--- config.mk ---
export PLATFORM = sky130hd
export DESIGN_NAME = cdl_column_loader
export DESIGN_NICKNAME = d
export VERILOG_FILES = /design/src/rtl/cdl_pkg.sv /design/src/rtl/cdl_word_latch.sv /design/src/rtl/cdl_token_walk.sv /design/src/rtl/cdl_line_store.sv /design/src/rtl/cdl_column_loader.sv
export SDC_FILE = /design/constraint.sdc
export NUM_CORES = 1
export LEC_CHECK = 0
export ABC_AREA = 1
export BUFFER_PORTS_ARGS = -buffer_cell sky130_fd_sc_hd__buf_2
export CAP_MARGIN = 20
export CORE_AREA = 10 10 567 569
export DETAILED_ROUTE_END_ITERATION = 6
export DIE_AREA = 0 0 577 579
export SYNTH_ARGS = -nofsm -noshare
export SYNTH_HDL_FRONTEND = slang
export SYNTH_SLANG_ARGS = --single-unit
export TNS_END_PERCENT = 1
--- constraint.sdc ---
create_clock -name clk -period 4.6 [get_ports clk]
set_input_delay 0.46 -clock clk [delete_from_list [all_inputs] [get_ports clk]]
set_output_delay 0.46 -clock clk [all_outputs]
set_load 0.05 [all_outputs]
--- src/rtl/cdl_pkg.sv ---
package cdl_pkg;
  localparam int unsigned CDL_STAGES = 80;
  localparam int unsigned CDL_LANES  = 3;
  localparam int unsigned CDL_SUB_W  = 6;
endpackage

--- src/rtl/cdl_word_latch.sv ---
module cdl_word_latch #(
  parameter int unsigned WORD_W = 18
) (
  input  logic              clk,
  input  logic              rst_n,
  input  logic              en_i,
  input  logic [WORD_W-1:0] d_i,
  output logic [WORD_W-1:0] q_o
);
  logic [WORD_W-1:0] word_q;
  logic [WORD_W-1:0] word_d;

  always_comb begin
    word_d = word_q;
    if (en_i) word_d = d_i;
  end

  always_ff @(posedge clk or negedge rst_n) begin
    if (!rst_n) word_q <= '0;
    else        word_q <= word_d;
  end

  assign q_o = word_q;
endmodule

--- src/rtl/cdl_token_walk.sv ---
module cdl_token_walk #(
  parameter int unsigned STAGES = 80
) (
  input  logic              clk,
  input  logic              rst_n,
  input  logic              start_i,
  output logic [STAGES-1:0] tok_o,
  output logic              exit_o,
  output logic              load_o,
  output logic              standby_o
);
  localparam int unsigned LAST = STAGES - 1;

  logic [STAGES-1:0] tok_q, tok_d;
  logic              stby_q, stby_d;

  always_comb begin
    tok_d  = {tok_q[STAGES-2:0], 1'b0};
    stby_d = stby_q;
    if (tok_q[LAST]) stby_d = 1'b1;
    if (start_i) begin
      tok_d  = {{(STAGES-1){1'b0}}, 1'b1};
      stby_d = 1'b0;
    end
  end

  always_ff @(posedge clk or negedge rst_n) begin
    if (!rst_n) begin
      tok_q  <= '0;
      stby_q <= 1'b1;
    end else begin
      tok_q  <= tok_d;
      stby_q <= stby_d;
    end
  end

  assign tok_o     = tok_q;
  assign exit_o    = tok_q[LAST];
  assign load_o    = start_i | (|tok_q);
  assign standby_o = stby_q;
endmodule

--- src/rtl/cdl_line_store.sv ---
module cdl_line_store #(
  parameter int unsigned STAGES = 80,
  parameter int unsigned LANES  = 3,
  parameter int unsigned SUB_W  = 6
) (
  input  logic                            clk,
  input  logic                            asc_i,
  input  logic [STAGES-1:0]               tok_i,
  input  logic [LANES*SUB_W-1:0]          word_i,
  output logic [STAGES*LANES*SUB_W-1:0]   line_o
);
  localparam int unsigned CHANS = STAGES * LANES;

  for (genvar k = 0; k < CHANS; k++) begin : g_chan
    localparam int unsigned TA = k / LANES;
    localparam int unsigned LA = k % LANES;
    localparam int unsigned TD = STAGES - 1 - (k / LANES);
    localparam int unsigned LD = LANES - 1 - (k % LANES);

    logic [SUB_W-1:0] cell_q;
    logic [SUB_W-1:0] cell_sel;
    logic             cell_we;

    always_comb begin
      cell_we  = asc_i ? tok_i[TA] : tok_i[TD];
      cell_sel = asc_i ? word_i[LA*SUB_W +: SUB_W] : word_i[LD*SUB_W +: SUB_W];
    end

    always_ff @(posedge clk) begin
      if (cell_we) cell_q <= cell_sel;
    end

    assign line_o[k*SUB_W +: SUB_W] = cell_q;
  end
endmodule

--- src/rtl/cdl_column_loader.sv ---
module cdl_column_loader
  import cdl_pkg::*;
#(
  parameter int unsigned STAGES = CDL_STAGES,
  parameter int unsigned LANES  = CDL_LANES,
  parameter int unsigned SUB_W  = CDL_SUB_W,
  localparam int unsigned WORD_W = LANES * SUB_W,
  localparam int unsigned LINE_W = STAGES * LANES * SUB_W
) (
  input  logic              clk,
  input  logic              rst_n,
  input  logic              dir_r,
  input  logic              casc_a_i,
  output logic              casc_a_o,
  output logic              casc_a_oe,
  input  logic              casc_b_i,
  output logic              casc_b_o,
  output logic              casc_b_oe,
  input  logic [WORD_W-1:0] pix_i,
  output logic [LINE_W-1:0] line_q,
  output logic              standby_o
);
  logic              start_act;
  logic [STAGES-1:0] tok_q;
  logic              tok_exit;
  logic              latch_en;
  logic [WORD_W-1:0] word_q;

  assign start_act = dir_r ? casc_a_i : casc_b_i;

  cdl_token_walk #(.STAGES(STAGES)) u_walk (
    .clk       (clk),
    .rst_n     (rst_n),
    .start_i   (start_act),
    .tok_o     (tok_q),
    .exit_o    (tok_exit),
    .load_o    (latch_en),
    .standby_o (standby_o)
  );

  cdl_word_latch #(.WORD_W(WORD_W)) u_latch (
    .clk   (clk),
    .rst_n (rst_n),
    .en_i  (latch_en),
    .d_i   (pix_i),
    .q_o   (word_q)
  );

  cdl_line_store #(.STAGES(STAGES), .LANES(LANES), .SUB_W(SUB_W)) u_store (
    .clk    (clk),
    .asc_i  (dir_r),
    .tok_i  (tok_q),
    .word_i (word_q),
    .line_o (line_q)
  );

  assign casc_b_oe = dir_r;
  assign casc_a_oe = ~dir_r;
  assign casc_b_o  = dir_r & tok_exit;
  assign casc_a_o  = ~dir_r & tok_exit;
endmodule

==> reports/results.ini <==
[status]
outcome=finished, final reports clean

[clock_network]
clkLatencyLatePin_ns=0.82
numCtsBuffers=166
clock-sinks=1539
clkTransAtPathRegs_ns=0.07
cts_root_buffer=clkbuf_16
clk_path_buf_depth=4
cts_tree=built
htree_levels=4
post_cts_buffers=0
cts-resized-gates=0

[timing]
fin_worst_skew_ns=0.0650
fin_crit_ns=2.32
fin_crit_sh_pct=50.4
worstMarginPinSlew_ns=1.20
slew_headroom_pct=20.0
setup_viol=0
timing.final.ws_setup_ns=2.28
hold_viol=0
rsz0062_at_grt=no
drv_slew=0
hold_ws_ns=0.138
max_freq_ghz=0.431

[worst_setup_path]
path_max_fanout=19
cp.arrival_ns=2.98
start_kind=flip-flop
required_ns=5.26
path_class=reg -> reg
crit_path_end_kind=flip-flop

[layout]
nets=3798
num-fill-cells=32400
layout_common_cells=buf_2, edfxtp_1, clkbuf_16
drive_gt1_share_pct=49.0
final_core_util_pct=21.8
final_common_cell=buf_2
instances_no_fill=8060
area_growth_pct=41.3

[routing]
first_pass_iters=5
route.detailed.drc=0
wl_per_cell_um=23.3
ant_nets=0
initialDrtViolationCount=2303
drt-total-wl_mm=188
vias_per_cell=3.37
vias=27200

[pwr]
power_leakage_nw=24.5
seqPwrFrac_pct=51.9
pwr-share-clk_pct=44.0
intPower_w=0.0235
p_per_area_nw_per_um2=449
p_total_w=0.0304
vdd_drop_max_mv=0.388
power_switching_share_pct=22.7
power_frac_comb_pct=4.1
power_switching_w=0.00692

[global_routing]
grt_max_degree=81
overflow=0
grt_pass1_wl_mm=245
grt.total_usage_pct=10.5
grt_pass1_vias=28400
antenna_found_initial=21

[die]
die_h_um=579
fp-row-count=205
dieArea_um2=334000
start_util_pct=15.4
die_w_um=577
core_area_um2=310000
top_level_ports=1468

[logic_synthesis]
yosysTopAreaCellShare_pct=90.2
syn_inst=2059
synth.distinct_cells=20
syn_area_um2=47900
synth_area_leader_cell=edfxtp_1
ys_ff_latch=1539
synth_area_per_cell_um2=23.3
yosysSeqAreaShare_pct=95.4
yosysWarnings=0
synthTopCellsByArea=edfxtp_1, dfrtp_1, nand2_1
synth_fp_nets=2082

[hold_path]
hp-class=in -> async

[placement]
preCtsSetupSlack_ns=1.38
hpwlAfterDp_mm=130
placedCellCount=7717
routabilityCongestion=0.756
numPortBuffers=1467

[run]
drv_cap=0

==> stage by stage <==
| stage | setup TNS, ns | instance area [um^2] |
|---|---|---|
| detailed placement | 0 | 61900 |
| floorplan | -219.23 | 47900 |
| CTS | 0 | 67500 |
| finish | 0 | 67700 |
| global route | 0 | 67700 |
| global placement | 0 | 61500 |
==> worst paths after layout <==
path | slack, ns | to | startpoint | cells past startpoint
max | 2.28 | u_latch.q_o[12] | u_walk.tok_o[54] | 8
min | 0.14 | u_latch.q_o[5] | rst_n | 2
max reg2reg | 2.28 | u_latch.q_o[12] | u_walk.tok_o[54] | 8
min reg2reg | 0.49 | u_walk.standby_o | u_walk.standby_o | 2
max in group asynchronous | 3.34 | u_walk.tok_o[43] | rst_n | 3
min in group clk | 0.36 | u_latch.q_o[0] | casc_b_i | 6
==> per-layer routing <==
metal	share of wire, %	track usage, %	wire [um]	vias to the layer above
met4	2.9	3.09	5420	0
met5	0	0	0	-
met1	35	11.0	65000	13800
li1	-	-	-	11300
met2	52	19.3	97600	1767
met3	11	3.98	20100	297
==> sequential cells by signal (all words and copies together), names as in the netlist <==
signal and flops:
u_walk.standby_o 1, u_latch.q_o 18, u_walk.tok_o 80, u_store.g_chan.cell_q 1440
==> synth_stat cells <==
master,count
dfrtp_1,98
nand3_1,1
buf_4,1
buf_2,13
nand4_1,19
o21bai_1,1
clkbuf_1,18
inv_2,1
nor2_1,128
dfstp_2,1
nand2_2,2
o21ai_0,90
inv_1,89
buf_6,1
nor2_2,2
edfxtp_1,1440
nand3_4,1
o21ai_1,2
nand2_1,148
nor2_8,3
==> critical path, stage by stage (launching register included) <==
cell and delay [ns]:
dfrtp_1 0.43, nor2_1 0.28, nand2_1 0.13, nor2_1 0.34, nand2_1 0.21, nor2_8 0.30
nand3_4 0.23, nand2_1 0.15, nand2_1 0.07
==> power groups by stage <==
stage	Clock [W]	Combinational [W]	Sequential [W]
finish	0.0134	0.00125	0.0158
global route	0.0143	0.00132	0.0158
detailed placement	0	0.00129	0.0161
global placement	0	0.00125	0.0161
floorplan	0	0.000238	0.0163
CTS	0.0138	0.00130	0.0158
==> cells by family after synthesis <==
| group | Yosys count | synth area share [%] |
|---|---|---|
| AND/OR/NAND/NOR | 304 | 2.63 |
| flip-flops | 1539 | 95.4 |
| buffers and inverters | 123 | 1.02 |
| AO/OA/AOI/OAI | 93 | 0.976 |
==> final cells by class <==
class	count	area (um^2)	share of cell area [%]
repair buffers	1581	8730	12.9
diodes	12	30.0	0.0443
inverters	90	340	0.502
clock buffers	205	4370	6.46
well taps	4140	5180	7.65
clock inverters	96	1090	1.61
multi-input cells	397	2260	3.33
flip-flops and latches	1539	45700	67.5
==> what timing repair did <==
item | 4_1_cts | 5_1_grt
endpoints found under the setup margin | 0 | 0
hold buffers | 19 | 0
hold endpoints to repair | 95 | 0
Power figures use the tool's default switching activity.
